--- src/rtl/wdk_pkg.sv ---
package wdk_pkg;

  localparam logic [2:0] ADDR_STATUS = 3'd0;
  localparam logic [2:0] ADDR_COUNT  = 3'd1;
  localparam logic [2:0] ADDR_KEY    = 3'd2;
  localparam logic [2:0] ADDR_CTRL   = 3'd3;
  localparam logic [2:0] ADDR_WINDOW = 3'd4;

  localparam logic [2:0] CHECK_CODE = 3'b101;
  localparam logic [7:0] KEY_ARM    = 8'h55;
  localparam logic [7:0] KEY_FIRE   = 8'hAA;

  localparam int PREDIV_MAX = 4096;
  localparam int PRESC_MAX  = 64;

  typedef struct packed {
    logic [3:0] prediv;
    logic       dis;
    logic [2:0] presc;
  } ctrl_t;

  // source cycles per pre-divider step for a given code
  function automatic int unsigned prediv_ratio(input logic [3:0] code);
    if (code[3])      return 32'd2 << code[2:0];
    else if (code[2]) return 32'd512;
    else              return 32'd512 << code[1:0];
  endfunction

  // pre-divider steps per counter tick for a given code
  function automatic int unsigned presc_ratio(input logic [2:0] code);
    if (code <= 3'd1) return 32'd1;
    else              return 32'd1 << (code - 3'd1);
  endfunction

endpackage

--- src/rtl/wdk_divider.sv ---
module wdk_divider import wdk_pkg::*; #(
  parameter int PRE_W = 12,
  parameter int PS_W  = 6
) (
  input  logic       clk,
  input  logic       rst_n,
  input  logic       en,
  input  logic [3:0] prediv_code,
  input  logic [2:0] presc_code,
  output logic       tick
);
  logic [PRE_W-1:0] pre_q, pre_lim;
  logic [PS_W-1:0]  ps_q, ps_lim;
  logic             pre_tick;

  assign pre_lim  = PRE_W'(prediv_ratio(prediv_code) - 32'd1);
  assign ps_lim   = PS_W'(presc_ratio(presc_code) - 32'd1);
  assign pre_tick = en && (pre_q >= pre_lim);
  assign tick     = pre_tick && (ps_q >= ps_lim);

  always_ff @(posedge clk or negedge rst_n) begin
    if (!rst_n) begin
      pre_q <= '0;
      ps_q  <= '0;
    end else if (!en) begin
      pre_q <= '0;
      ps_q  <= '0;
    end else if (pre_tick) begin
      pre_q <= '0;
      ps_q  <= tick ? '0 : ps_q + 1'b1;
    end else begin
      pre_q <= pre_q + 1'b1;
    end
  end
endmodule

--- src/rtl/wdk_keyseq.sv ---
module wdk_keyseq import wdk_pkg::*; (
  input  logic       clk,
  input  logic       rst_n,
  input  logic       key_wr,
  input  logic [7:0] key_val,
  output logic       done
);
  logic armed_q;

  assign done = key_wr && armed_q && (key_val == KEY_FIRE);

  always_ff @(posedge clk or negedge rst_n) begin
    if (!rst_n)      armed_q <= 1'b0;
    else if (key_wr) armed_q <= (key_val == KEY_ARM);
  end
endmodule

--- src/rtl/wdk_counter.sv ---
module wdk_counter #(
  parameter int CNT_W = 8
) (
  input  logic             clk,
  input  logic             rst_n,
  input  logic             en,
  input  logic             tick,
  input  logic             clear,
  output logic [CNT_W-1:0] cnt,
  output logic             overflow
);
  assign overflow = en && tick && !clear && (cnt == {CNT_W{1'b1}});

  always_ff @(posedge clk or negedge rst_n) begin
    if (!rst_n)     cnt <= '0;
    else if (!en)   cnt <= '0;
    else if (clear) cnt <= '0;
    else if (tick)  cnt <= cnt + 1'b1;
  end
endmodule

--- src/rtl/wdk_pulse.sv ---
module wdk_pulse #(
  parameter int PULSE_LEN = 512
) (
  input  logic clk,
  input  logic rst_n,
  input  logic fire,
  input  logic to_int,
  output logic busy,
  output logic int_n,
  output logic rst_out_n
);
  localparam int PW = $clog2(PULSE_LEN + 1);

  logic [PW-1:0] left_q;
  logic          int_sel_q;

  assign busy      = (left_q != '0);
  assign int_n     = !(busy && int_sel_q);
  assign rst_out_n = !(busy && !int_sel_q);

  always_ff @(posedge clk or negedge rst_n) begin
    if (!rst_n) begin
      left_q    <= '0;
      int_sel_q <= 1'b0;
    end else if (busy) begin
      left_q <= left_q - 1'b1;
    end else if (fire) begin
      left_q    <= PW'(PULSE_LEN);
      int_sel_q <= to_int;
    end
  end
endmodule

--- src/rtl/wdog_keyed.sv ---
module wdog_keyed import wdk_pkg::*; #(
  parameter int CNT_W     = 8,
  parameter int DATA_W    = 16,
  parameter int ADDR_W    = 3,
  parameter int PULSE_LEN = 512
) (
  input  logic              clk,
  input  logic              sys_rst_n,
  input  logic              io_rst_n,
  input  logic              wr_en,
  input  logic [ADDR_W-1:0] addr,
  input  logic [DATA_W-1:0] wdata,
  output logic [DATA_W-1:0] rdata,
  output logic              int_n,
  output logic              rst_out_n
);
  localparam int PRE_W = $clog2(PREDIV_MAX);
  localparam int PS_W  = $clog2(PRESC_MAX);

  // named internal events, observed by the bound checker
  logic wr_status, wr_key, wr_ctrl, wr_window;
  logic chk_ok, en, tick, key_done, overflow, early, bad_chk, fire, busy;
  logic lock_q, mode_q;
  ctrl_t            ctrl_q;
  logic [CNT_W-1:0] win_q, cnt;
  logic [15:0]      ctrl_img;
  logic             unused_wbits;

  assign wr_status = wr_en && (addr == ADDR_W'(ADDR_STATUS));
  assign wr_key    = wr_en && (addr == ADDR_W'(ADDR_KEY));
  assign wr_ctrl   = wr_en && (addr == ADDR_W'(ADDR_CTRL));
  assign wr_window = wr_en && (addr == ADDR_W'(ADDR_WINDOW));
  assign chk_ok    = (wdata[5:3] == CHECK_CODE);
  assign unused_wbits = ^{wdata[DATA_W-1:12], wdata[7]};

  assign en      = !ctrl_q.dis;
  assign early   = en && key_done && (cnt < win_q);
  assign bad_chk = en && wr_ctrl && !chk_ok;
  assign fire    = overflow || early || bad_chk;

  // system-reset domain: lock and mode
  always_ff @(posedge clk or negedge sys_rst_n) begin
    if (!sys_rst_n) begin
      lock_q <= 1'b1;
      mode_q <= 1'b0;
    end else if (wr_status) begin
      if (wdata[0]) lock_q <= 1'b0;
      mode_q <= wdata[1];
    end
  end

  // I/O-reset domain: control and window
  always_ff @(posedge clk or negedge io_rst_n) begin
    if (!io_rst_n) begin
      ctrl_q <= '0;
      win_q  <= '0;
    end else begin
      if (wr_ctrl && chk_ok) begin
        ctrl_q.prediv <= wdata[11:8];
        ctrl_q.presc  <= wdata[2:0];
        if (lock_q) ctrl_q.dis <= wdata[6];
      end
      if (wr_window) win_q <= wdata[CNT_W-1:0];
    end
  end

  wdk_divider #(.PRE_W(PRE_W), .PS_W(PS_W)) u_div (
    .clk(clk), .rst_n(io_rst_n), .en(en),
    .prediv_code(ctrl_q.prediv), .presc_code(ctrl_q.presc), .tick(tick)
  );

  wdk_keyseq u_key (
    .clk(clk), .rst_n(io_rst_n), .key_wr(wr_key),
    .key_val(wdata[7:0]), .done(key_done)
  );

  wdk_counter #(.CNT_W(CNT_W)) u_cnt (
    .clk(clk), .rst_n(io_rst_n), .en(en), .tick(tick),
    .clear(key_done), .cnt(cnt), .overflow(overflow)
  );

  wdk_pulse #(.PULSE_LEN(PULSE_LEN)) u_pulse (
    .clk(clk), .rst_n(sys_rst_n), .fire(fire), .to_int(mode_q),
    .busy(busy), .int_n(int_n), .rst_out_n(rst_out_n)
  );

  assign ctrl_img = {4'b0, ctrl_q.prediv, 1'b0, ctrl_q.dis, 3'b0, ctrl_q.presc};

  always_comb begin
    case (addr)
      ADDR_W'(ADDR_STATUS): rdata = DATA_W'({int_n, mode_q, lock_q});
      ADDR_W'(ADDR_COUNT):  rdata = DATA_W'(cnt);
      ADDR_W'(ADDR_KEY),
      ADDR_W'(ADDR_CTRL):   rdata = DATA_W'(ctrl_img);
      ADDR_W'(ADDR_WINDOW): rdata = DATA_W'(win_q);
      default:              rdata = '0;
    endcase
  end
endmodule

--- config.mk ---
export PLATFORM = sky130hd
export DESIGN_NAME = wdog_keyed
export DESIGN_NICKNAME = d
export VERILOG_FILES = /design/src/rtl/wdk_pkg.sv /design/src/rtl/wdk_divider.sv /design/src/rtl/wdk_keyseq.sv /design/src/rtl/wdk_counter.sv /design/src/rtl/wdk_pulse.sv /design/src/rtl/wdog_keyed.sv
export SDC_FILE = /design/constraint.sdc
export NUM_CORES = 1
export LEC_CHECK = 0
export BUFFER_PORTS_ARGS = -buffer_cell sky130_fd_sc_hd__buf_2
export CORE_ASPECT_RATIO = 1.2
export CORE_UTILIZATION = 30
export CTS_BUF_LIST = sky130_fd_sc_hd__clkbuf_4 sky130_fd_sc_hd__clkbuf_8 sky130_fd_sc_hd__clkbuf_16
export DETAILED_ROUTE_END_ITERATION = 12
export GPL_TIMING_DRIVEN = 0
export HOLD_SLACK_MARGIN = 0.08
export SYNTH_ARGS = -nofsm -noshare
export SYNTH_HDL_FRONTEND = slang
export SYNTH_SLANG_ARGS = --single-unit
--- constraint.sdc ---
create_clock -name clk -period 6.4 [get_ports clk]
set_clock_uncertainty 0.2 [all_clocks]
set_input_delay 0.32 -clock clk [delete_from_list [all_inputs] [get_ports clk]]
set_output_delay 0.32 -clock clk [all_outputs]
set_load 0.01 [all_outputs]
==> metrics.md, run 1 <==
| Metric | Value |
|---|---|
| Drt first pass iters | 5 |
| Finished Core Util | 0.363 |
| H-tree depth | 2 |
| Fmax | 218 MHz |
| Total power | 1130 uW |
| P per Cell Area | 266 mW/mm^2 |
| End of the worst register-to-register path | u_div.ps_q[4]$_DFFE_PN0P_ |
| Hold Vio Cnt, Final | 0 |
| Boundary pin count | 41 |
| GRT Util Overall | 0.144 |
| Largest cells by area after synthesis | dfrtp_1 (38%), ha_1 (10%), nor2_1 (3.8%) |
| Mapped Area | 0.00367 sq mm |
| Crit Path Max Fanout | 10 |
| Hold_sp | wdata[3] |
| Area growth syn-to-layout | 16.1% |
| Gr busiest metal | met2 |
| Post-CTS Setup Bufs | 0 |
| M2 GR Usage | 0.260 |
| Reg clk slew, reported paths | 0.07 ns |
| WHS Path Cells | 3 |
| DRC | 0 |
| Worst VDD drop | 0.113 mV |
| Post-DP HPWL | 6570 microns |
| Routed Wire Length | 8600 microns |
| Number of diodes | 0 |
| Yosys top cell area share | 0.375 |
| Crit start category | flip-flop |
| Area fraction in compound gates after synthesis | 0.161 |
| Routed via count | 2990 |
| Remaining antenna violation count after routing | 0 |
| Slowest cell on the critical path | a221oi_2 |
| Total CTS buffers | 5 |
| Mux cell area share after synthesis | 0.0358 |
| Unrepaired setup endpoints after global routing | false |
| Max-cap viol count | 0 |
| Gpl congestion | 0.801 |
| First-pass GRT wire length | 14300 microns |
| # fillers | 1213 |
| Slew margin rel. | 0.339 |
| #FFs+latches synth | 56 |
| 1st-iter DRT viols | 113 |
| Crit. End Element | flip-flop |
| Crit path DAT | 4.58 ns |
| Synth Area in Simple Gates | 0.223 |
| CTS sink count | 56 |
| Static Leak | 0.00196 uW |
| Share of flip-flops with an asynchronous set or reset | 1.00 |
| Sw frac | 0.354 |
| Comb power frac | 0.324 |
| Met1 usage | 0.176 |
| Cells after Synth | 399 |
| DIE AREA | 0.0127 sq mm |
| Avg Inst Size Synth | 9.19 sq um |
| Die Y | 123 microns |
| Die Wd | 103 microns |
| CTS tree | done |
| Layout cells sized above 1 | 0.154 |
| Place WS | 1.85 ns |
| Met3 Resource Use GR | 0.0266 |
| Worst path most repeated cell | ha_1 |
| Hold Crit Endpoint | win_q[3]$_DFFE_PN0P_ |
| Largest net degree at the start of global routing | 44 |
| WHS | 0.0992 ns |
| # setup viols final | 0 |
| R2R cell count | 16 |
| Worst-skew pair later-pin latency | 0.29 ns |
| Starting Density | 0.313 |
| XOR/XNOR share of the synthesized area | 0.0477 |
| Actual transition at the worst max-transition pin | 0.992 ns |
| Crit path time final | 4.58 ns |
| CTS max path bufs | 2 |
| WP data required | 6.40 ns |
| Status | complete, no violations |
| P_sw | 402 uW |
| Clock network power share | 0.254 |
| Crit path cell chain | clkbuf_1 > nor2_1 > ha_1 > clkbuf_1 > or3b_2 > ha_1 > nand2b_1 > nand4_1 > a21oi_1 > nor2_1 > ha_1 > a21o_1 > a221oi_2 > o211ai_1 > or3_1 > o221ai_1 |
| Register area share after synthesis | 0.382 |
| DR WL/cell | 14.2 microns |
| CTS root buf | clkbuf_16 |
| Row count | 43 |
| Largest family of logic cells by synthesized area | simple AND/OR/NAND/NOR gates |
| Pins Over Slew Limit | 0 |
| Setup CP Type | reg -> reg |
| Reg-to-reg startpoint | ctrl_img[0]$_DFFE_PN0P_ |
| Adder-Cell Fraction of Synth Area | 0.102 |
| Reg area | 0.00140 sq mm |
| Max stage delay on crit path | 0.51 ns |
| GRT overflow | 0 |
| Final Cycle Share | 0.716 |
| Initial antenna violation count | 0 |
| Predominant post-synthesis flop cell | dfrtp_1 |
| Worst reg2reg setup slack | 1.82 ns |
| Post-synth EDFFs | 0 |
| Core Area | 0.0117 sq mm |
| Vias in the first global route | 2998 |
| Cell variety after synth | 60 |
| PnR worst setup slack | 1.82 ns |
| Register share of total power | 0.422 |
| PortBufs | 32 |
| Fin Setup TNS | 0 ns |
| Area leader, netlist | dfrtp_1 |
| Warnings from Yosys | 0 |
| Layout Nets | 501 |
| Internal | 733 uW |
| Vias/cell | 4.93 |
| Worst hold path type | in -> reg |
| Area of the multi-input gates | 0.00211 sq mm |
## kinds of logic (layout without fill, tap and decap cells)
kind of cell / after synthesis / after routing
AO/OA/AOI/OAI: 87 / 87
XOR/XNOR: 20 / 20
adder cells (fa/ha/maj): 30 / 30
buffers and inverters: 41 / 88
flip-flops: 56 / 56
multiplexers: 12 / 12
other: 1 / 4
AND/OR/NAND/NOR: 152 / 152
## flip-flops by register name, summed over array words and instances, names as in the netlist
signal             cells
lock_q                 1
u_cnt.cnt              8
u_div.ps_q             6
u_pulse.left_q        10
u_div.pre_q           12
ctrl_img               8
mode_q                 1
u_key.armed_q          1
win_q                  8
u_pulse.int_sel_q      1
## layer usage
layer,part of all wire,vias to the layer above
li1,-,1512
met1,0.45,1416
met2,0.50,55
met3,0.038,7
met4,0.0077,0
met5,0,-
## power by group through the flow
stage	clock [uW]	sequential [uW]	combinational, uW
global placement	0	483	356
detailed placement	0	485	365
global route	309	489	429
finish	288	479	368
CTS	297	479	372
floorplan	0	463	279
## worst max-delay path by stage
stage	startpoint	endpoint	slack, ns	cells after the start
after floorplan	ctrl_img[0]$_DFFE_PN0P_	u_div.ps_q[3]$_DFFE_PN0P_	2.39	16
after global placement	ctrl_img[0]$_DFFE_PN0P_	u_div.ps_q[4]$_DFFE_PN0P_	1.93	16
after detailed placement	ctrl_img[0]$_DFFE_PN0P_	u_div.ps_q[4]$_DFFE_PN0P_	1.85	16
after CTS	ctrl_img[0]$_DFFE_PN0P_	u_div.ps_q[4]$_DFFE_PN0P_	1.83	16
after global routing	ctrl_img[0]$_DFFE_PN0P_	u_div.ps_q[3]$_DFFE_PN0P_	1.54	16
final	ctrl_img[0]$_DFFE_PN0P_	u_div.ps_q[4]$_DFFE_PN0P_	1.82	16
## metrics by stage
step | instance area [sq um] | cells
3_5_place_dp | 4040 | 591
5_1_grt | 4260 | 606
2_1_floorplan | 3680 | 402
4_1_cts | 4260 | 606
6_report | 4260 | 606
3_3_place_gp | 4040 | 591
## Yosys cell counts (7+ instances only)
cell / number
clkbuf_1: 14
dfrtp_1: 55
nand2_1: 33
and3_1: 7
xor2_1: 11
nor2_1: 37
mux2_2: 8
nand3_1: 19
ha_1: 30
o21ai_0: 25
a21oi_1: 20
xnor2_1: 9
and2_1: 8
inv_1: 22
## cell usage in the layout, fill, tap and decap left out, types with 3 or more instances in the layout
| cell | Yosys | routed |
|---|---|---|
| a21o_1 | 6 | 6 |
| a21oi_1 | 20 | 20 |
| a22oi_1 | 6 | 6 |
| a31o_2 | 3 | 3 |
| a31oi_1 | 3 | 3 |
| and2_1 | 8 | 8 |
| and3_1 | 7 | 7 |
| buf_2 | 1 | 33 |
| buf_4 | 4 | 4 |
| clkbuf_1 | 14 | 14 |
| clkbuf_16 | 0 | 5 |
| conb_1 | 1 | 4 |
| dfrtp_1 | 55 | 55 |
| dlygate4sd3_1 | 0 | 7 |
| ha_1 | 30 | 30 |
| inv_1 | 22 | 22 |
| mux2_2 | 8 | 8 |
| mux2i_1 | 3 | 3 |
| nand2_1 | 33 | 33 |
| nand2b_1 | 6 | 6 |
| nand3_1 | 19 | 19 |
| nand4_1 | 6 | 6 |
| nor2_1 | 37 | 37 |
| nor2b_1 | 4 | 4 |
| nor3_1 | 5 | 5 |
| nor4bb_1 | 6 | 6 |
| o21a_1 | 3 | 3 |
| o21ai_0 | 25 | 25 |
| or3_1 | 3 | 3 |
| or3_4 | 3 | 3 |
| xnor2_1 | 9 | 9 |
| xor2_1 | 11 | 11 |
## worst max-delay path, delay by kind of cell (launching register included)
family | cells | cell delay [ns]
fa+ha+maj | 3 | 0.80
simple gates | 6 | 1.29
flops | 1 | 0.34
buf+inv | 2 | 0.50
compound gates | 5 | 1.34
## layout make-up
type,count,area share
well taps,157,0.0461
plain buffers,19,0.0206
clock buffers,7,0.0344
multi-input cells,305,0.495
repair buffers,39,0.0540
clock inverters,1,0.00176
flip-flops and latches,56,0.329
inverters,22,0.0194
## repair_timing
action,in CTS,in global routing
hold buffers,7,0
endpoints found under the hold margin,61,0
gates resized for setup,0,0
Power figures use the tool's default switching activity.
==> run 2: changes to the inputs <==
- ABC_AREA: default -> 1
- clock period: 6.4 -> 3.7 ns (I/O delays scaled with it)
==> run 2 against run 1 <==
Final area rose by 7.3%. Sequential share of layout area fell by 2.2 points. Combinational power rose by 46%. Critical endpoint is now u_cnt.cnt[5]$_DFFE_PN0P_. Routed wire length rose by 0.91%. Sequential cell count did not move. Clock power rose by 78%. Non-clock buffer count rose by 3.
==> metrics.md, run 2 <==
| Metric | Value |
|---|---|
| Layout Nets | 612 |
| Crit Path Max Fanout | 9 |
| P per Cell Area | 399 mW/mm^2 |
| Slowest cell on the critical path | dfrtp_1 |
| Pins Over Slew Limit | 0 |
| Post-synth EDFFs | 0 |
| Actual transition at the worst max-transition pin | 1.03 ns |
| Bufs and invs on worst path | 3 |
| First-pass GRT wire length | 15400 microns |
| Routed Wire Length | 8680 microns |
| CTS max path bufs | 2 |
| CTS root buf | clkbuf_16 |
| CTS tree | done |
| R2R cell count | 17 |
| Starting Density | 0.313 |
| Max-cap viol count | 0 |
| Number of diodes | 0 |
| Remaining antenna violation count after routing | 0 |
| Fmax | 319 MHz |
| Synth top cells by count | nand2_1 (101), inv_1 (82), dfrtp_1 (55) |
| 1st-iter DRT viols | 144 |
| Layout cells sized above 1 | 0.154 |
| Clock network power share | 0.282 |
| Registers with the most flip-flops | u_div.pre_q x12, u_pulse.left_q x10 |
| Avg Inst Size Synth | 7.73 sq um |
| Total power | 1820 uW |
| Crit path DAT | 3.13 ns |
| Reg-to-reg startpoint | ctrl_img[1]$_DFFE_PN0P_ |
| Commonest cells after routing, fill and taps aside | nand2_1 (101), inv_1 (82), dfrtp_1 (55), nor2_1 (52), buf_2 (34) |
| Predominant post-synthesis flop cell | dfrtp_1 |
| Gpl congestion | 0.855 |
| # setup viols final | 0 |
| Sw frac | 0.346 |
| Internal | 1190 uW |
| Die Wd | 105 microns |
| Layout Cells excl Fill | 721 |
| Hold Vio Cnt, Final | 0 |
| DR WL/cell | 12.0 microns |
| Worst hold path type | in -> async |
| PortBufs | 32 |
| Comb power frac | 0.294 |
| Static Leak | 0.00237 uW |
| Cts repair resizes | 0 |
| Commonest non-fill, non-tap cell in the layout | nand2_1 |
| Vias in the first global route | 3367 |
| Area leader, netlist | dfrtp_1 |
| Worst VDD drop | 0.230 mV |
| Register area share after synthesis | 0.365 |
| Setup CP Type | reg -> reg |
| Final Cycle Share | 0.848 |
| End of the worst register-to-register path | u_cnt.cnt[5]$_DFFE_PN0P_ |
| GRT overflow | 0 |
| Cell variety after synth | 43 |
| Max stage delay on crit path | 0.45 ns |
| H-tree depth | 2 |
| Area growth syn-to-layout | 18.9% |
| Vias/cell | 4.65 |
| Largest register FFs | 12 |
| Worst path most repeated cell | ha_1 |
| P_sw | 630 uW |
| Mapped Area | 0.00384 sq mm |
| Row count | 44 |
| Register share of total power | 0.424 |
| Largest cells by area after synthesis | dfrtp_1 (36%), nand2_1 (9.9%), ha_1 (9.8%) |
| Post-CTS Setup Bufs | 0 |
| Warnings from Yosys | 0 |
| Die Y | 126 microns |
| Status | complete, no violations |
| Slew margin rel. | 0.314 |
| DRC | 0 |
| Delay-heaviest family, CP | adder cells |
| Post-DP HPWL | 6500 microns |
| Drt first pass iters | 4 |
| Core Area | 0.0123 sq mm |
| Crit path cell chain | nor2_1 > ha_1 > inv_1 > a31oi_1 > ha_1 > nand3_1 > xnor2_1 > ha_1 > nand2_1 > a21oi_1 > nor2_1 > nand2_1 > inv_1 > nor2_8 > inv_2 > nand2_4 > o21ai_2 |
| Boundary pin count | 41 |
| GRT Util Overall | 0.146 |
| Crit start category | flip-flop |
| CTS sink count | 56 |
| DIE AREA | 0.0133 sq mm |
| Fin Setup TNS | 0 ns |
| Share of flip-flops with an asynchronous set or reset | 1.00 |
| WP data required | 3.70 ns |
| Cells after Synth | 497 |
| Total CTS buffers | 5 |
| Initial antenna violation count | 0 |
| Worst reg2reg setup slack | 0.56 ns |
| Reg clk slew, reported paths | 0.08 ns |
| Unrepaired setup endpoints after global routing | false |
| Largest net degree at the start of global routing | 44 |
| Worst-skew pair later-pin latency | 0.31 ns |
| Largest Register | u_div.pre_q |
| Routed via count | 3351 |
| Most frequent cell after synthesis | nand2_1 |
| Placed cell count | 693 |
| Crit path time final | 3.14 ns |
| #FFs+latches synth | 56 |
| Yosys top cell area share | 0.358 |
| Crit. End Element | flip-flop |
## run 2: logic make-up (layout without fill, tap and decap cells)
| logic type | count (synthesis) | after routing | synth area share |
|---|---|---|---|
| and+or+nand+nor | 224 | 224 | 0.277 |
| buffers and inverters | 97 | 157 | 0.103 |
| AOI/OAI and AO/OA | 65 | 65 | 0.102 |
| adders and majority gates | 30 | 30 | 0.0977 |
| xor gates and xnor gates | 24 | 24 | 0.0547 |
| other | 1 | 4 | 0.000976 |
| DFF | 56 | 56 | 0.365 |
## run 2: final cells by class
type / instances / area (sq um)
clock buffers: 7 / 146
well taps: 161 / 201
inverters: 88 / 333
clock inverters: 1 / 7.51
flip-flops and latches: 56 / 1400
fillers: 1285 / 7710
plain buffers: 9 / 62.6
repair buffers: 52 / 360
multi-input cells: 347 / 2060
## run 2: worst register-to-register path: stages (launching register included)
cell and delay [ns]:
dfrtp_1 0.45, nor2_1 0.09, ha_1 0.32, inv_1 0.09
a31oi_1 0.24, ha_1 0.22, nand3_1 0.10, xnor2_1 0.15
ha_1 0.27, nand2_1 0.07, a21oi_1 0.12, nor2_1 0.05
nand2_1 0.12, inv_1 0.11, nor2_8 0.18, inv_2 0.09
nand2_4 0.11, o21ai_2 0.06
## run 2: timing repair
item,CTS,global route
endpoints found under the hold margin,75,0
hold buffers,20,0
setup endpoints to repair,0,0
## run 2: power groups by stage
| stage | registers (uW) | clock network, uW | logic, uW |
|---|---|---|---|
| global placement | 778 | 0 | 507 |
| global route | 786 | 551 | 636 |
| detailed placement | 781 | 0 | 527 |
| CTS | 771 | 533 | 543 |
| floorplan | 761 | 0 | 408 |
| finish | 772 | 514 | 536 |
## run 2: routing by layer
metal | part of all wire | track usage | wire length (microns)
met1 | 0.46 | 0.179 | 3990
met2 | 0.50 | 0.254 | 4310
met5 | 0 | 0 | 0
met3 | 0.027 | 0.0223 | 232
met4 | 0.017 | 0.0588 | 147
## run 2: worst max-delay path by stage
stage	from	end	slack [ns]	cells past startpoint
floorplan	ctrl_img[1]$_DFFE_PN0P_	u_cnt.cnt[3]$_DFFE_PN0P_	0.87	17
global placement	ctrl_img[1]$_DFFE_PN0P_	u_pulse.int_sel_q$_DFFE_PN0P_	0.56	17
detailed placement	ctrl_img[1]$_DFFE_PN0P_	u_pulse.int_sel_q$_DFFE_PN0P_	0.53	17
CTS	ctrl_img[1]$_DFFE_PN0P_	u_pulse.int_sel_q$_DFFE_PN0P_	0.52	17
global route	ctrl_img[1]$_DFFE_PN0P_	u_pulse.int_sel_q$_DFFE_PN0P_	0.27	17
finish	ctrl_img[1]$_DFFE_PN0P_	u_cnt.cnt[5]$_DFFE_PN0P_	0.56	17
## run 2: metrics by stage
stage	instance area, sq um	setup WS (ns)	hold WS, ns	utilization
floorplan	3850	0.873	-0.311	-
global placement	4220	0.555	-0.115	0.343
detailed placement	4220	0.532	-0.113	0.343
CTS	4570	0.525	0.0878	0.372
global route	4570	0.266	0.112	0.372
finish	4570	0.564	0.0860	0.372
